$ cat config.mk
export PLATFORM = sky130hd
export DESIGN_NAME = clf_fabric
export DESIGN_NICKNAME = d
export VERILOG_FILES = /design/src/rtl/clf_pkg.sv /design/src/rtl/clf_gate.sv /design/src/rtl/clf_xbar.sv /design/src/rtl/clf_cluster.sv /design/src/rtl/clf_fabric.sv
export SDC_FILE = /design/constraint.sdc
export NUM_CORES = 1
export LEC_CHECK = 0
export CELL_PAD_IN_SITES_DETAIL_PLACEMENT = 0
export CELL_PAD_IN_SITES_GLOBAL_PLACEMENT = 1
export CORE_ASPECT_RATIO = 2
export CORE_MARGIN = 4
export CORE_UTILIZATION = 52
export CTS_BUF_LIST = sky130_fd_sc_hd__clkbuf_16
export CTS_CLUSTER_DIAMETER = 60
export CTS_CLUSTER_SIZE = 28
export DETAILED_ROUTE_END_ITERATION = 10
export DONT_BUFFER_PORTS = 1
export HOLD_SLACK_MARGIN = 0.1
export PLACE_DENSITY = 0.86
export REMOVE_ABC_BUFFERS = 1
export SLEW_MARGIN = 20
export SYNTH_ARGS = -nofsm -noshare
export SYNTH_HDL_FRONTEND = slang
export SYNTH_SLANG_ARGS = --single-unit
$ cat constraint.sdc
create_clock -name clk_i -period 30.8 [get_ports clk_i]
set_input_delay 3.08 -clock clk_i [delete_from_list [all_inputs] [get_ports clk_i]]
set_output_delay 3.08 -clock clk_i [all_outputs]
set_load 0.03 [all_outputs]
$ cat src/rtl/clf_pkg.sv
`timescale 1ns/1ps
package clf_pkg;
  // select width for an n-source crossbar output
  function automatic int sel_w(input int n);
    return (n > 1) ? $clog2(n) : 1;
  endfunction
endpackage

$ cat src/rtl/clf_gate.sv
`timescale 1ns/1ps
module clf_gate (
  input  logic       a_i,
  input  logic       b_i,
  input  logic [3:0] tt_i,
  output logic       y_o
);
  logic lo, hi;
  // first input picks inside each pair, second picks the pair
  assign lo  = a_i ? tt_i[1] : tt_i[0];
  assign hi  = a_i ? tt_i[3] : tt_i[2];
  assign y_o = b_i ? hi : lo;
endmodule

$ cat src/rtl/clf_xbar.sv
`timescale 1ns/1ps
module clf_xbar #(
  parameter  int NSRC = 4,
  parameter  int NSNK = 1,
  localparam int SW   = clf_pkg::sel_w(NSRC),
  localparam int PADN = 1 << SW
) (
  input  logic [NSRC-1:0]    src_i,
  input  logic [NSNK*SW-1:0] sel_i,
  output logic [NSNK-1:0]    dst_o
);
  logic [PADN-1:0] pad;
  // unused select codes land on zero padding
  assign pad = PADN'(src_i);
  for (genvar k = 0; k < NSNK; k++) begin : g_snk
    assign dst_o[k] = pad[sel_i[k*SW +: SW]];
  end
endmodule

$ cat src/rtl/clf_cluster.sv
`timescale 1ns/1ps
module clf_cluster #(
  parameter  int CG     = 8,
  parameter  int CI     = 2,
  parameter  int CO     = 2,
  localparam int LSRC   = CI + CG,
  localparam int LSEL_W = clf_pkg::sel_w(LSRC),
  localparam int GATE_W = 4 + 2 * LSEL_W,
  localparam int OSEL_W = clf_pkg::sel_w(CG),
  localparam int CL_W   = CG * GATE_W + CO * OSEL_W
) (
  input  logic [CI-1:0]   cin_i,
  input  logic [CL_W-1:0] cfg_i,
  output logic [CO-1:0]   cout_o
);
  logic [CG-1:0] gate_y;

  for (genvar j = 0; j < CG; j++) begin : g_gate
    logic [CG-1:0] prior;  // outputs of gates before j, zero elsewhere
    logic [1:0]    ab;
    logic          y;
    if (j == 0) begin : g_head
      assign prior = '0;
    end else begin : g_tail
      assign prior = g_gate[j-1].prior | (CG'(g_gate[j-1].y) << (j - 1));
    end
    clf_xbar #(.NSRC(LSRC), .NSNK(2)) u_in (
      .src_i ({prior, cin_i}),
      .sel_i (cfg_i[j*GATE_W+4 +: 2*LSEL_W]),
      .dst_o (ab)
    );
    clf_gate u_gate (
      .a_i  (ab[0]),
      .b_i  (ab[1]),
      .tt_i (cfg_i[j*GATE_W +: 4]),
      .y_o  (y)
    );
    assign gate_y[j] = y;
  end

  clf_xbar #(.NSRC(CG), .NSNK(CO)) u_out (
    .src_i (gate_y),
    .sel_i (cfg_i[CG*GATE_W +: CO*OSEL_W]),
    .dst_o (cout_o)
  );
endmodule

$ cat src/rtl/clf_fabric.sv
`timescale 1ns/1ps
module clf_fabric #(
  parameter int G      = 32,
  parameter int CG     = 8,
  parameter int CI     = 2,
  parameter int CO     = 2,
  parameter int NUM_PI = 4,
  parameter int NUM_PO = 4
) (
  input  logic              clk_i,
  input  logic              rst_ni,
  input  logic              cfg_en_i,
  input  logic              cfg_data_i,
  input  logic [NUM_PI-1:0] pi_i,
  output logic [NUM_PO-1:0] po_o
);
  localparam int NC     = G / CG;
  localparam int LSEL_W = clf_pkg::sel_w(CI + CG);
  localparam int GATE_W = 4 + 2 * LSEL_W;
  localparam int OSEL_W = clf_pkg::sel_w(CG);
  localparam int CL_W   = CG * GATE_W + CO * OSEL_W;
  localparam int PSRC   = NC * CO;
  localparam int MSRC   = NUM_PI + PSRC;
  localparam int MSEL_W = clf_pkg::sel_w(MSRC);
  localparam int PSEL_W = clf_pkg::sel_w(PSRC);
  localparam int M_OFF  = NC * CL_W;
  localparam int P_OFF  = M_OFF + NC * CI * MSEL_W;
  localparam int CFG_W  = P_OFF + NUM_PO * PSEL_W;

  logic [CFG_W-1:0]  cfg_q;
  logic [PSRC-1:0]   cl_all;
  logic [NUM_PO-1:0] po_raw;
  logic              past_ok;

  always_ff @(posedge clk_i or negedge rst_ni) begin
    if (!rst_ni) begin
      cfg_q   <= '0;
      past_ok <= 1'b0;
    end else begin
      past_ok <= 1'b1;
      if (cfg_en_i) cfg_q <= {cfg_q[CFG_W-2:0], cfg_data_i};
    end
  end

  for (genvar c = 0; c < NC; c++) begin : g_cl
    logic [PSRC-1:0] prior;  // exports of clusters before c
    logic [CI-1:0]   cin;
    logic [CO-1:0]   cout;
    if (c == 0) begin : g_head
      assign prior = '0;
    end else begin : g_tail
      assign prior = g_cl[c-1].prior | (PSRC'(g_cl[c-1].cout) << ((c - 1) * CO));
    end
    clf_xbar #(.NSRC(MSRC), .NSNK(CI)) u_route (
      .src_i ({prior, pi_i}),
      .sel_i (cfg_q[M_OFF + c*CI*MSEL_W +: CI*MSEL_W]),
      .dst_o (cin)
    );
    clf_cluster #(.CG(CG), .CI(CI), .CO(CO)) u_cl (
      .cin_i  (cin),
      .cfg_i  (cfg_q[c*CL_W +: CL_W]),
      .cout_o (cout)
    );
    assign cl_all[c*CO +: CO] = cout;
  end

  clf_xbar #(.NSRC(PSRC), .NSNK(NUM_PO)) u_po (
    .src_i (cl_all),
    .sel_i (cfg_q[P_OFF +: NUM_PO*PSEL_W]),
    .dst_o (po_raw)
  );

  assign po_o = cfg_en_i ? '0 : po_raw;

  a_r6_hold_idle: assert property (@(posedge clk_i) disable iff (!rst_ni)
    !cfg_en_i |=> $stable(cfg_q));
  a_r6_shift_in: assert property (@(posedge clk_i) disable iff (!rst_ni)
    cfg_en_i |=> cfg_q[0] == $past(cfg_data_i));
  a_r9_quiet_load: assert property (@(posedge clk_i) disable iff (!rst_ni)
    cfg_en_i |-> po_o == '0);
  a_r10_steady_out: assert property (@(posedge clk_i) disable iff (!rst_ni)
    (past_ok && !cfg_en_i && !$past(cfg_en_i) && $stable(pi_i)) |-> $stable(po_o));
endmodule

* Word-level counts from Yosys, hierarchy flattened
Index checks and enable logic that the tools add are counted.
** Word-level totals
- Latch bits :: 0
- Register bits after elaboration :: 452
- Memory bits (writable) :: 0
- Input port bits :: 8
- Word-level logic and storage cells :: 376
- Memories kept :: 0
- Memory bits (read-only) :: 0
- Output and inout port bits :: 4
** Operators by class
- Mux-type cells :: 265
- Order comparisons :: 84
- Add/subtract/negate cells :: 0
- Eq/ne operators :: 0
- Reductions and logical operators :: 0
- Multiply operators :: 0
- Bitwise logic cells :: 26
- Shifts and indexed selects :: 0
- Divide/modulo/power cells :: 0
** Operator list (number)
- 4-bit by 5-bit < comparator with 1-bit output (second input constant) :: 72
- 1-bit binary-select mux with 4-bit select :: 72
- 1-bit 2-to-1 mux :: 180
- 3-bit by 4-bit < comparator with 1-bit output (second input constant) :: 12
- 1-bit binary-select mux with 3-bit select :: 12
- 8-bit by 3-bit bitwise OR with 8-bit output :: 4
- 8-bit by 4-bit bitwise OR with 8-bit output :: 4
- 8-bit by 5-bit bitwise OR with 8-bit output :: 4
- 8-bit by 6-bit bitwise OR with 8-bit output :: 4
- 8-bit by 7-bit bitwise OR with 8-bit output :: 4
- 1-bit by 2-bit bitwise OR with 2-bit output :: 4
- 4-bit by 6-bit bitwise OR with 6-bit output :: 1
- 4-bit 2-to-1 mux :: 1
- 2-bit by 4-bit bitwise OR with 4-bit output :: 1

* Longest topological paths before layout
- Depth in word-level cells :: 173
- Depth in mapped cells :: 93
- Depth with buffers taken out :: 84

* By module
From an unflattened synthesis, not the netlist that was laid out.
** Unflattened totals
- Cells, all modules :: 1744
- Area total of the unflattened synthesis :: 25214.2 sq um
** Modules (own cells, without submodules)
- clf_fabric :: area each 17106.4 sq um, cells each 960, sequential area each 11310.8 sq um, times used 1
- clf_xbar (g_cl[0].u_cl.g_gate[0].u_in ...) :: area each 172.7 sq um, cells each 18, sequential area each 0.0 sq um, times used 32
- clf_xbar (g_cl[0].u_route ...) :: area each 270.3 sq um, cells each 34, sequential area each 0.0 sq um, times used 4
- clf_gate :: area each 22.5 sq um, cells each 1, sequential area each 0.0 sq um, times used 32
- clf_xbar (g_cl[0].u_cl.u_out ...) :: area each 127.6 sq um, cells each 6, sequential area each 0.0 sq um, times used 4
- clf_xbar (u_po) :: area each 255.2 sq um, cells each 12, sequential area each 0.0 sq um, times used 1
- clf_cluster :: area each 3.8 sq um, cells each 1, sequential area each 0.0 sq um, times used 4

* Worst setup path before layout
No wires, ideal clock.
- Kind :: in2out
- Start point :: in pi_i[3]
- End point :: out po_o[2]
- Required time :: 27.720 ns
- Cell stages on the path :: 91
- Arrival :: 24.593 ns
- Buffers on the path :: 7
- Slack :: 3.127 ns
- Cell sequence :: mux2i_1 -> o22a_1 -> clkbuf_1 -> o221ai_1 -> o211a_1 -> or2_1 -> buf_2 -> mux2_4 -> a2111oi_4 -> nor3_2 -> or2_1 -> buf_2 -> a211o_1 -> a211o_1 -> a21oi_2 -> o32a_1 -> mux2i_1 -> a21oi_2 -> [55 not listed] -> mux2_1 -> a311o_1 -> or3_1 -> a32o_1 -> mux2i_1 -> o22ai_1 -> or3_1 -> and3_1 -> o21ai_1 -> and3_1 -> a22oi_4 -> o41ai_4 -> nand4_2 -> o211a_2 -> or3_1 -> a32oi_2 -> o21ai_1 -> a221oi_1
** Between the ends
- Word-level cells in the longest chain between the ends :: 173
- Elaborated cells between the ends (all ways) :: 285
- Those cells by class :: 259 x mux; 26 x bitwise
** Ends and longest elaborated chain
- start, declared :: line clf_fabric.sv:14 : input logic [NUM_PI-1:0] pi_i,
- 1-bit binary-select mux with 4-bit select :: line clf_xbar.sv:16 : assign dst_o[k] = pad[sel_i[k*SW +: SW]];
- 1-bit 2-to-1 mux (implied by the code) :: line clf_xbar.sv:16
- 1-bit binary-select mux with 4-bit select :: line clf_xbar.sv:16
- 1-bit 2-to-1 mux (implied by the code) :: line clf_xbar.sv:16
- 1-bit 2-to-1 mux (on tied branches) :: line clf_gate.sv:10, clf_gate.sv:11
- 1-bit 2-to-1 mux :: line clf_gate.sv:12 : assign y_o = b_i ? hi : lo;
- 1-bit binary-select mux with 4-bit select :: line clf_xbar.sv:16
- 1-bit 2-to-1 mux (implied by the code) :: line clf_xbar.sv:16
- [157 not listed]
- 1-bit 2-to-1 mux (implied by the code) :: line clf_xbar.sv:16
- 1-bit 2-to-1 mux (on tied branches) :: line clf_gate.sv:10, clf_gate.sv:11
- 1-bit 2-to-1 mux :: line clf_gate.sv:12
- 1-bit binary-select mux with 3-bit select :: line clf_xbar.sv:16
- 1-bit 2-to-1 mux (implied by the code) :: line clf_xbar.sv:16
- 1-bit binary-select mux with 3-bit select * :: line clf_xbar.sv:16
- 1-bit 2-to-1 mux (implied by the code) * :: line clf_xbar.sv:16
- 4-bit 2-to-1 mux * :: line clf_fabric.sv:73 : assign po_o = cfg_en_i ? '0 : po_raw;
- end, declared :: line clf_fabric.sv:15 : output logic [NUM_PO-1:0] po_o
Mark *: on every way between the ends. The rest lies on a longest branch, timed or not. The select of a mux whose other input is x is not followed.

* Final worst setup path
- Start point :: in pi_i[1]
- End point :: out po_o[2]
Same word-level chain as after synthesis.

==> results.ini <==
[sta]
finClkSkew_ns = 0.0278
report.final.slew_viol_count = 0
min_period_over_period_pct = 95.7
rsz0062_at_grt = false
finalSetupViolCount = 0
layout_min_cycle_time_ns = 29.48
fmax_ghz = 0.0339
setup_tns_ns = 0
slew_headroom_pct = 17.0
worstMarginPinSlew_ns = 1.24
hold_viol_final = 0
layout_setup_ws_ns = 1.32

[detailed_routing]
drt-initial-drc-count = 1164
vias = 18316
viasPerCell = 6.35
drt_wl_total_um = 59600
ant_nets = 0
first_pass_iters = 7
post_drt_wl_per_cell_um = 20.7
drcViolationCount = 0

[final_layout]
final_common_cell = dfrtp_1
area_delta_synth_final_pct = 7.15
layout_common_cells = dfrtp_1, mux2_2, nand2_1, nor2_1, o21ai_0
reg_top3 = cfg_q x452
largest_reg_flops = 452
largest-register = cfg_q
insertedDiodeCount = 0
final_cells = 2886
final_area_mm2 = 0.0269
drive_gt1_share_pct = 27.2
nNetsFinal = 2241

[synthesis]
ys.warnings.count = 0
syn_inst = 2281
synth_cell_types = 110
yosysTopAreaCell = dfrtp_1
synth.avg_cell_area_um2 = 11.0
seq_area_frac_synth_pct = 45.0
synth-seq-cells = 452
synth_top_area_share_pct = 45.0
syn_area_mm2 = 0.0251
synth_edf_count = 0
synthTopCellsByArea = dfrtp_1, mux2_2, mux4_2
yosys_most_used_dff = dfrtp_1
async_flop_share_pct = 100

[pwr]
irDropWorstVdd_mv = 0.0746
power_density_mw_per_mm2 = 111
leakagePower_nw = 11.8

[clock_network]
clkTransAtPathRegs_ns = 0.09
htreeDepth = 1
cts_max_path_buffers = 3
cts_tree = yes
cts_inserted_buffers = 28
holdBufCountCts = 0
clock_latency_ns = 0.62
clkSinkCount = 452
cts_root_buf = clkbuf_16

[worst_setup_path]
path_common_cell = buf_4
cpPeakStageDelay_ns = 0.46
crit_fanout = 16
worst-setup-path-type = in2out
worst_path_max_delay_cell = a2111oi_4
endpoint_kind = output pin
critical_path_arrival_ns = 26.40
cp-start-kind = primary input
cp_data_required_time_ns = 27.72

[min_path]
worstHoldPathType = reg2reg

[global_routing]
first_global_vias = 18984
grt_pass1_wl_um = 97600
grt_start_max_net_pins = 529
grt.total_usage_pct = 22.8
grt_antenna_before_repair = 0
grt_overflow_total = 0

[floorplan]
dieHeight_um = 319
start_util_pct = 52.8
io_pins = 12
dieArea_mm2 = 0.0522
fp.dieW_um = 163
coreArea_mm2 = 0.0476
num_rows = 113

[run]
max_cap_viol_count = 0

[placement]
dp_hpwl_um = 41600
port-buffer-count = 0
pre_cts_ws_ns = 0.315
gp_congestion = 0.908
placed_area_mm2 = 0.0257
dpl.cell_count = 2829

[status]
run_status = complete, no violations

layer usage:
| layer | vias up | GRT usage (%) | share of wire (%) |
|---|---|---|---|
| li1 | 8462 | - | - |
| met1 | 9218 | 23.9 | 35 |
| met2 | 449 | 44.0 | 56 |
| met3 | 187 | 2.33 | 3.3 |
| met4 | 0 | 11.3 | 5.6 |
| met5 | - | 0 | 0 |
synthesized netlist by cell type, types with 10 or more instances:
cell type / number
clkbuf_1: 95
a211oi_1: 29
nor2b_1: 15
inv_1: 96
nand3b_1: 17
a21oi_1: 51
o22ai_1: 16
nand2b_1: 28
a31oi_1: 22
o31ai_1: 18
nor2_1: 146
or3_1: 25
o211ai_1: 33
mux4_2: 49
nand2_1: 172
o21ai_0: 123
mux2i_1: 36
a211o_1: 15
nand4_1: 10
a21o_1: 11
nor4b_1: 13
dfrtp_1: 452
o2111ai_1: 10
and2_1: 14
nor3_1: 35
o21ai_1: 18
mux2_2: 388
nand3_1: 52
nor3b_1: 12
and3_1: 18
o221ai_1: 10
logic make-up (layout without fill, tap and decap cells):
group,count (synthesis),count (layout),share of synthesized area [%]
AOI/OAI and AO/OA,531,531,15.8
muxes,479,479,23.5
DFF,452,452,45.0
and+or+nand+nor,615,615,12.5
buffers and inverters,204,177,3.16
worst paths after layout:
| path | start | to | slack [ns] | cells after the start |
|---|---|---|---|---|
| max | pi_i[1] | po_o[2] | 1.32 | 90 |
| min | cfg_q[390]$_DFFE_PN0P_ | cfg_q[391]$_DFFE_PN0P_ | 0.50 | 2 |
| max reg2reg | cfg_q[179]$_DFFE_PN0P_ | cfg_q[179]$_DFFE_PN0P_ | 29.71 | 2 |
| min reg2reg | cfg_q[390]$_DFFE_PN0P_ | cfg_q[391]$_DFFE_PN0P_ | 0.50 | 2 |
| max in group asynchronous | rst_ni | cfg_q[61]$_DFFE_PN0P_ | 27.85 | 0 |
| min in group asynchronous | rst_ni | cfg_q[275]$_DFFE_PN0P_ | 2.17 | 0 |
per-stage QoR:
stage	utilization, %	total power (W)	hold WS (ns)
final	56.5	0.00298	0.497
after global routing	56.5	0.00318	0.532
after CTS	56.2	0.00295	0.505
after detailed placement	53.9	0.00249	0.480
after global placement	53.9	0.00244	0.464
after floorplan	-	0.00203	0.447
where the power goes:
| group | switching [W] | total, W | internal (W) |
|---|---|---|---|
| clock | 0.000244 | 0.000447 | 0.000203 |
| sequential | 0.000215 | 0.000966 | 0.000752 |
| combinational | 0.000892 | 0.00157 | 0.000680 |
| total | 0.00135 | 0.00298 | 0.00163 |
critical path: cells and delay by family:
kind                   cells  cell delay, ns
buffers and inverters      7            1.59
multiplexers               9            2.88
AO/OA/AOI/OAI             54           13.84
AND/OR/NAND/NOR           20            4.91
final cells by class:
cell class	count	area [um^2]
Timing Repair Buffer	30	225
Tap cell	632	791
Fill cell	4082	20700
Inverter	96	360
Clock inverter	23	378
Clock buffer	28	701
Multi-Input combinational cell	1625	13200
Sequential cell	452	11300
timing repair:
| action | 4_1_cts | 5_1_grt |
|---|---|---|
| setup buffers | 0 | 6 |
| setup endpoints to repair | 0 | 4 |
| gates resized for setup | 0 | 29 |
No activity file was read; power rests on OpenSTA's default activity.
